`src/rtl/fwh_pkg.sv`:
```
package fwh_pkg;
  typedef enum logic {
    MODE_ARRAY = 1'b0,
    MODE_ID    = 1'b1
  } fwh_mode_e;

  localparam logic [7:0] CMD_READ_ARRAY = 8'hFF;
  localparam logic [7:0] CMD_READ_ID    = 8'h90;
  localparam logic [7:0] CODE_MFR       = 8'h89;
  localparam logic [7:0] CODE_DEV_8M    = 8'hAC;
  localparam logic [7:0] CODE_DEV_4M    = 8'hAD;
  localparam int unsigned ID_ADDR_MFR   = 0;
  localparam int unsigned ID_ADDR_DEV   = 1;
endpackage

```
`src/rtl/fwh_cmd_decode.sv`:
```
module fwh_cmd_decode
  import fwh_pkg::*;
(
  input  logic       clk_i,
  input  logic       rst_ni,
  input  logic       wr_en_i,
  input  logic [7:0] wdata_i,
  input  logic       bios_we_i,
  output fwh_mode_e  mode_o
);
  fwh_mode_e mode_q, mode_d;
  logic      cmd_ok;

  // address is not an input: command decode is address-blind
  assign cmd_ok = wr_en_i & bios_we_i;

  always_comb begin
    mode_d = mode_q;
    if (cmd_ok) begin
      unique case (wdata_i)
        CMD_READ_ID:    mode_d = MODE_ID;
        CMD_READ_ARRAY: mode_d = MODE_ARRAY;
        default:        mode_d = mode_q;
      endcase
    end
  end

  always_ff @(posedge clk_i or negedge rst_ni) begin
    if (!rst_ni) mode_q <= MODE_ARRAY;
    else         mode_q <= mode_d;
  end

  assign mode_o = mode_q;
endmodule

```
`src/rtl/fwh_array_rom.sv`:
```
module fwh_array_rom #(
  parameter int unsigned ADDR_W   = 8,
  parameter int unsigned ROM_MUL  = 37,
  parameter logic [7:0]  ROM_SEED = 8'h5A
) (
  input  logic              clk_i,
  input  logic              rst_ni,
  input  logic              rd_en_i,
  input  logic [ADDR_W-1:0] addr_i,
  output logic [7:0]        data_o
);
  localparam int unsigned DEPTH = 1 << ADDR_W;

  function automatic logic [7:0] cell_val(input int unsigned idx);
    int unsigned v;
    v = idx * ROM_MUL + int'(ROM_SEED);
    return v[7:0];
  endfunction

  logic [7:0] rom_tbl [DEPTH];

  for (genvar g = 0; g < DEPTH; g++) begin : g_cell
    assign rom_tbl[g] = cell_val(g);
  end

  always_ff @(posedge clk_i or negedge rst_ni) begin
    if (!rst_ni)      data_o <= '0;
    else if (rd_en_i) data_o <= rom_tbl[addr_i];
  end
endmodule

```
`src/rtl/fwh_id_space.sv`:
```
module fwh_id_space
  import fwh_pkg::*;
#(
  parameter int unsigned ADDR_W = 8,
  parameter bit          DEV_8M = 1'b1
) (
  input  logic              clk_i,
  input  logic              rst_ni,
  input  logic              rd_en_i,
  input  logic [ADDR_W-1:0] addr_i,
  output logic [7:0]        data_o
);
  logic [7:0] dev_code;
  logic [7:0] id_d;

  if (DEV_8M) begin : g_dev_8m
    assign dev_code = CODE_DEV_8M;
  end else begin : g_dev_4m
    assign dev_code = CODE_DEV_4M;
  end

  always_comb begin
    if (addr_i == ADDR_W'(ID_ADDR_MFR))      id_d = CODE_MFR;
    else if (addr_i == ADDR_W'(ID_ADDR_DEV)) id_d = dev_code;
    else                                     id_d = 8'h00;
  end

  always_ff @(posedge clk_i or negedge rst_ni) begin
    if (!rst_ni)      data_o <= '0;
    else if (rd_en_i) data_o <= id_d;
  end
endmodule

```
`src/rtl/fwh_rd_mux.sv`:
```
module fwh_rd_mux
  import fwh_pkg::*;
(
  input  logic       clk_i,
  input  logic       rst_ni,
  input  logic       rd_en_i,
  input  fwh_mode_e  mode_i,
  input  logic [7:0] arr_data_i,
  input  logic [7:0] id_data_i,
  output logic [7:0] rdata_o,
  output logic       rvalid_o
);
  fwh_mode_e sel_q;

  // mode latched with the read so a same-cycle command cannot redirect it
  always_ff @(posedge clk_i or negedge rst_ni) begin
    if (!rst_ni) begin
      sel_q    <= MODE_ARRAY;
      rvalid_o <= 1'b0;
    end else begin
      rvalid_o <= rd_en_i;
      if (rd_en_i) sel_q <= mode_i;
    end
  end

  assign rdata_o = (sel_q == MODE_ID) ? id_data_i : arr_data_i;
endmodule

```
`src/rtl/fwh_cmd_core.sv`:
```
module fwh_cmd_core
  import fwh_pkg::*;
#(
  parameter int unsigned ADDR_W   = 8,
  parameter int unsigned ROM_MUL  = 37,
  parameter logic [7:0]  ROM_SEED = 8'h5A,
  parameter bit          DEV_8M   = 1'b1
) (
  input  logic              clk_i,
  input  logic              rst_ni,
  input  logic              rd_en_i,
  input  logic              wr_en_i,
  input  logic [ADDR_W-1:0] addr_i,
  input  logic [7:0]        wdata_i,
  input  logic              bios_we_i,
  output logic [7:0]        rdata_o,
  output logic              rvalid_o,
  output logic              id_mode_o
);
  fwh_mode_e  mode;
  logic [7:0] arr_data;
  logic [7:0] id_data;

  fwh_cmd_decode i_decode (
    .clk_i     (clk_i),
    .rst_ni    (rst_ni),
    .wr_en_i   (wr_en_i),
    .wdata_i   (wdata_i),
    .bios_we_i (bios_we_i),
    .mode_o    (mode)
  );

  fwh_array_rom #(
    .ADDR_W   (ADDR_W),
    .ROM_MUL  (ROM_MUL),
    .ROM_SEED (ROM_SEED)
  ) i_rom (
    .clk_i   (clk_i),
    .rst_ni  (rst_ni),
    .rd_en_i (rd_en_i),
    .addr_i  (addr_i),
    .data_o  (arr_data)
  );

  fwh_id_space #(
    .ADDR_W (ADDR_W),
    .DEV_8M (DEV_8M)
  ) i_id (
    .clk_i   (clk_i),
    .rst_ni  (rst_ni),
    .rd_en_i (rd_en_i),
    .addr_i  (addr_i),
    .data_o  (id_data)
  );

  fwh_rd_mux i_mux (
    .clk_i      (clk_i),
    .rst_ni     (rst_ni),
    .rd_en_i    (rd_en_i),
    .mode_i     (mode),
    .arr_data_i (arr_data),
    .id_data_i  (id_data),
    .rdata_o    (rdata_o),
    .rvalid_o   (rvalid_o)
  );

  assign id_mode_o = (mode == MODE_ID);
endmodule

```
`config.mk`:
```
export PLATFORM = sky130hd
export DESIGN_NAME = fwh_cmd_core
export DESIGN_NICKNAME = d
export VERILOG_FILES = /design/src/rtl/fwh_pkg.sv /design/src/rtl/fwh_cmd_decode.sv /design/src/rtl/fwh_array_rom.sv /design/src/rtl/fwh_id_space.sv /design/src/rtl/fwh_rd_mux.sv /design/src/rtl/fwh_cmd_core.sv
export SDC_FILE = /design/constraint.sdc
export NUM_CORES = 1
export LEC_CHECK = 0
export BUFFER_PORTS_ARGS = -buffer_cell sky130_fd_sc_hd__buf_2
export CORE_ASPECT_RATIO = 2
export CORE_MARGIN = 2
export CORE_UTILIZATION = 60
export CTS_CLUSTER_DIAMETER = 60
export DETAILED_ROUTE_END_ITERATION = 8
export GPL_ROUTABILITY_DRIVEN = 0
export MAX_ROUTING_LAYER = met4
export PLACE_DENSITY = 0.8
export SYNTH_ARGS = -nofsm -noshare
export SYNTH_HDL_FRONTEND = slang
export SYNTH_HIERARCHICAL = 1
export SYNTH_SLANG_ARGS = --single-unit
```
`constraint.sdc`:
```
create_clock -name clk_i -period 2.4 [get_ports clk_i]
set_clock_uncertainty 0.2 [all_clocks]
set_input_delay 0.48 -clock clk_i [delete_from_list [all_inputs] [get_ports clk_i]]
set_output_delay 0.48 -clock clk_i [all_outputs]
set_load 0.01 [all_outputs]
```
-- After elaboration in Yosys (flattened, before gate mapping)
Memories as Yosys holds them, arrays and structs flattened. A register that Yosys moved wholly into a read port is not among the register bits.
Index checks and enable logic that the tools add are counted.
- bits in registers: 11
- ROM bits: 2048
- input port bits: 21
- output and inout bits: 10
- logic and storage cells: 18
- memories kept: 1
- memory list (name ; words ; width ; rd ports ; clocked after memory_dff ; wr ports ; RTL line ; text):
    (name not given) ; 256 ; 8 ; 1 ; 1 ; 0 ; fwh_array_rom.sv:28 ; else if (rd_en_i) data_o <= rom_tbl[addr_i];
- equal/unequal tests: 3
- multiplexer cells: 4
- bitwise gates (word level): 2
- reductions and logical operators: 4
- operators with widths (cell ; count):
    2-to-1 mux 8 bit ; 3
    == test 8 bit, second input constant ; 2
    NOT 8 -> 9 bit ; 1
    == test 8 x 1 -> 1 bit, second input constant ; 1
    logical NOT 8 bit ; 1
    one-hot mux 1 bit (2 select lines) ; 1
    AND reduction 2 bit ; 1
    nonzero test 2 bit ; 1
    bitwise AND 1 bit ; 1
    logical NOT 1 bit ; 1

-- Logic depth before layout (Yosys ltp)
- depth after elaboration: 3
- mapped depth: 10

-- Modules after synthesis
The synthesis kept the hierarchy.
- by module, submodules not included (module ; times used ; cells an instance ; area each (µm²) ; sequential area each (µm²)):
    fwh_array_rom ; 1 ; 189 ; 1408.9 ; 200.2
    fwh_id_space ; 1 ; 19 ; 197.7 ; 75.1
    fwh_rd_mux ; 1 ; 12 ; 192.7 ; 50.0
    fwh_cmd_decode ; 1 ; 8 ; 73.8 ; 25.0

-- Worst setup path after synthesis
OpenSTA, ideal clock, no wires.
- kind: input port to flip-flop
- start point: input port addr_i[1]
- end point: register i_rom.data_o[6]
- setup time: 144 ps
- arrival: 2312 ps
- slack: -255 ps
- stages on the path: 10
- buffers on the path: 3
- cells stage by stage: clkbuf_1 > buf_2 > inv_1 > ha_1 > buf_4 > inv_1 > a211o_1 > a221o_1 > o311ai_0 > a221oi_2
- word-level cells in the longest chain between the ends: 1
- ends and longest elaborated chain (item ; RTL line ; text):
    start, declared ; fwh_cmd_core.sv:13 ; input logic [ADDR_W-1:0] addr_i,
    NOT 8 -> 9 bit (not written as such) ; fwh_array_rom.sv:28 ;
    end, declared ; fwh_array_rom.sv:10 ; output logic [7:0] data_o
Every way passes these cells.
A chain may end at the register's enable or synchronous reset.

-- Final worst setup path
- start point: input port addr_i[0]
- end point: register i_rom.data_o[5]
The elaborated chain is that of the path after synthesis.

==> metrics.cfg <==
[worst_setup_path]
crit_start = addr_i[0]
critPathSlowestCell = mux4_2
worst_ep_required_time_ps = 2390
path_delay_family = multiplexers
r2r-start = i_mux/sel_q
crit_chain = buf_2 -> inv_1 -> buf_4 -> ha_1 -> nor2_1 -> a21oi_1 -> mux4_2 -> mux2i_1 -> mux2_2
crit_arrival_ps = 2120
setup.worst_path.start_class = primary input
critPathMaxStageDelay_ps = 480
crit_buf_inv = 3
cp_max_fo = 5
crit_path_end_kind = register
crit_type = primary input to register

[timing]
worst_slack_ps = 268
maxSlewViolCount = 0
setup_viol = 0
rsz0062_at_grt = false
min_period_ps = 2130
hold_viol_final = 0
fmax_mhz = 469
period_share_pct = 88.9
setup-tns-final_ps = 0

[die]
ios = 31
die_h_um = 83.0
rows = 28
dieArea_um2 = 3610
die_w_um = 43.5
coreArea_um2 = 2980
start_util_pct = 62.9

[placement]
port-buffer-count = 30
post-place-ws_ps = 35.1
dpl.hpwl_um = 3540

[detailed_routing]
first_iter_violations = 94
vias_per_cell = 6.55
route.detailed.wl_per_inst_um = 16.6
via_count = 1853
ant_nets = 0
first_pass_iters = 4
wl_um = 4700
drcViolationCount = 0

[cts]
clockRootBuffer = clkbuf_8
cts_num_sinks = 14
insertion_delay_ps = 250
postCtsSetupBuffers = 0
cts_tree = done
htreeDepth = 1
path_clk_slew_ps = 50
clockBufferDepth = 2
cts_buffers = 3

[synthesis]
synthCells = 228
yosysUniqueCellTypes = 63
synth-edff-count = 0
avgSynthCellArea_um2 = 8.22
yosys_warnings = 6
async_flop_share_pct = 100
synth_top_flop_cell = dfrtp_1
ys_ff_latch = 14
ys_seq_area_share_pct = 18.7
synth_area_um2 = 1870

[finish]
area_growth_pct = 9.75
num_antenna_cells = 0
layout-drive-gt1-share_pct = 27.7
fillers = 264
fin_util_pct = 69.0
nets = 284

[grt]
grt_pass1_vias = 1703
grt_antenna_before_repair = 0
grt_max_degree = 20
overflow = 0
grt_usage_pct = 27.7
grt_first_pass_wirelength_um = 7710

[pwr]
power_density_nw_per_um2 = 384
p_leak_nw = 0.910
irDropWorstVdd_uv = 187

[status]
status = completed

[job]
maxCapViolations = 0

[min_path]
hp-start = wdata_i[1]
hp-class = primary input to register

==> logic make-up (layout without fill, tap and decap cells) <==
kind of cell,after synthesis,in the layout,synth area share [%]
flops,14,14,18.7
mux,21,21,14.4
xor+xnor,3,3,1.40
other cells,1,3,0.200
buf+inv,35,58,11.0
fa+ha+maj,8,8,5.34
simple gates,75,75,21.5
compound gates,71,71,27.5
==> area by class of cell <==
cell class / count / area [um2] / share of cell area (%)
multi-input cells: 181 / 1320 / 64.4
clock buffers: 3 / 41.3 / 2.01
inverters: 10 / 37.5 / 1.83
well taps: 30 / 37.5 / 1.83
repair buffers: 45 / 265 / 12.9
flip-flops and latches: 14 / 350 / 17.0
==> cells in the final DEF, fill, tap and decap left out, types with 2 or more instances in the layout <==
master and count:
a2111oi_0 2, a211o_1 4, a211oi_1 2, a21boi_0 2, a21oi_1 13, a31oi_1 4, and2_1 3, buf_2 30
buf_4 14, clkbuf_8 3, conb_1 3, dfrtp_1 14, ha_1 8, inv_1 8, mux2_2 5, mux2_4 8
mux2i_1 7, nand2_1 17, nand2b_1 8, nand3_1 4, nand3b_1 2, nand4_1 4, nor2_1 15, nor2_2 2
nor2b_1 9, o2111ai_1 2, o211ai_1 4, o21ai_0 14, o221ai_1 3, o22ai_1 2, o31ai_1 3, or3_1 2
xor2_1 2
==> state kept, by name, summed over array words and instances (netlist names) <==
register,flops
i_rom/data_o,8
i_mux/rvalid_o,1
i_id/data_o,3
i_decode/mode_o,1
i_mux/sel_q,1
==> stage by stage <==
stage          total power [W]  std cells  instance area [um2]  hold slack, ps
5_1_grt               0.000833        283                 2060             209
4_1_cts               0.000793        283                 2060             196
3_3_place_gp          0.000590        279                 2000             185
6_report              0.000789        283                 2060             198
3_5_place_dp          0.000597        279                 2000             189
2_1_floorplan         0.000508        230                 1890           -15.6
==> path summary, 6_finish.rpt <==
check	cells after the start	end	slack (ps)
hold / removal	2	i_decode/mode_o	200
max in group asynchronous	2	i_rom/data_o[1]	1300
setup / recovery	9	i_rom/data_o[5]	270
hold reg to reg	2	i_id/data_o[0]	300
min in group asynchronous	2	i_rom/data_o[2]	460
setup reg to reg	1	i_mux/sel_q	1180
==> timing repair <==
action,CTS,global route
gates resized for setup,0,0
hold buffers,1,0
endpoints found under the hold margin,14,0
==> metal layers <==
layer	global-route usage, %	vias up	wire, um
met5	-	-	0
met2	46.5	83	2460
met1	31.0	870	1770
met3	2.61	16	290
li1	-	884	-
met4	14.9	0	177
==> report_power, final <==
part,leakage (nW),internal (W),total [W],switching [W]
Clock,0.0216,0.000111,0.000190,0.0000793
Combinational,0.715,0.000154,0.000331,0.000177
Sequential,0.174,0.000257,0.000268,0.0000119
Total,0.910,0.000521,0.000789,0.000268
==> cell usage after synthesis (5+ instances only) <==
cell	number	share of area, %
nand2_1	17	3.4
o21ai_0	14	3.7
nor2_1	15	3.0
inv_1	9	1.8
mux2_4	8	6.4
buf_2	8	2.1
ha_1	8	5.3
buf_4	9	3.6
nand2b_1	8	2.7
a21oi_1	13	3.5
dfrtp_1	14	19
nor2b_1	9	3.0
mux2_2	5	3.0
mux2i_1	7	3.7
(Power assumes the default switching activity.)
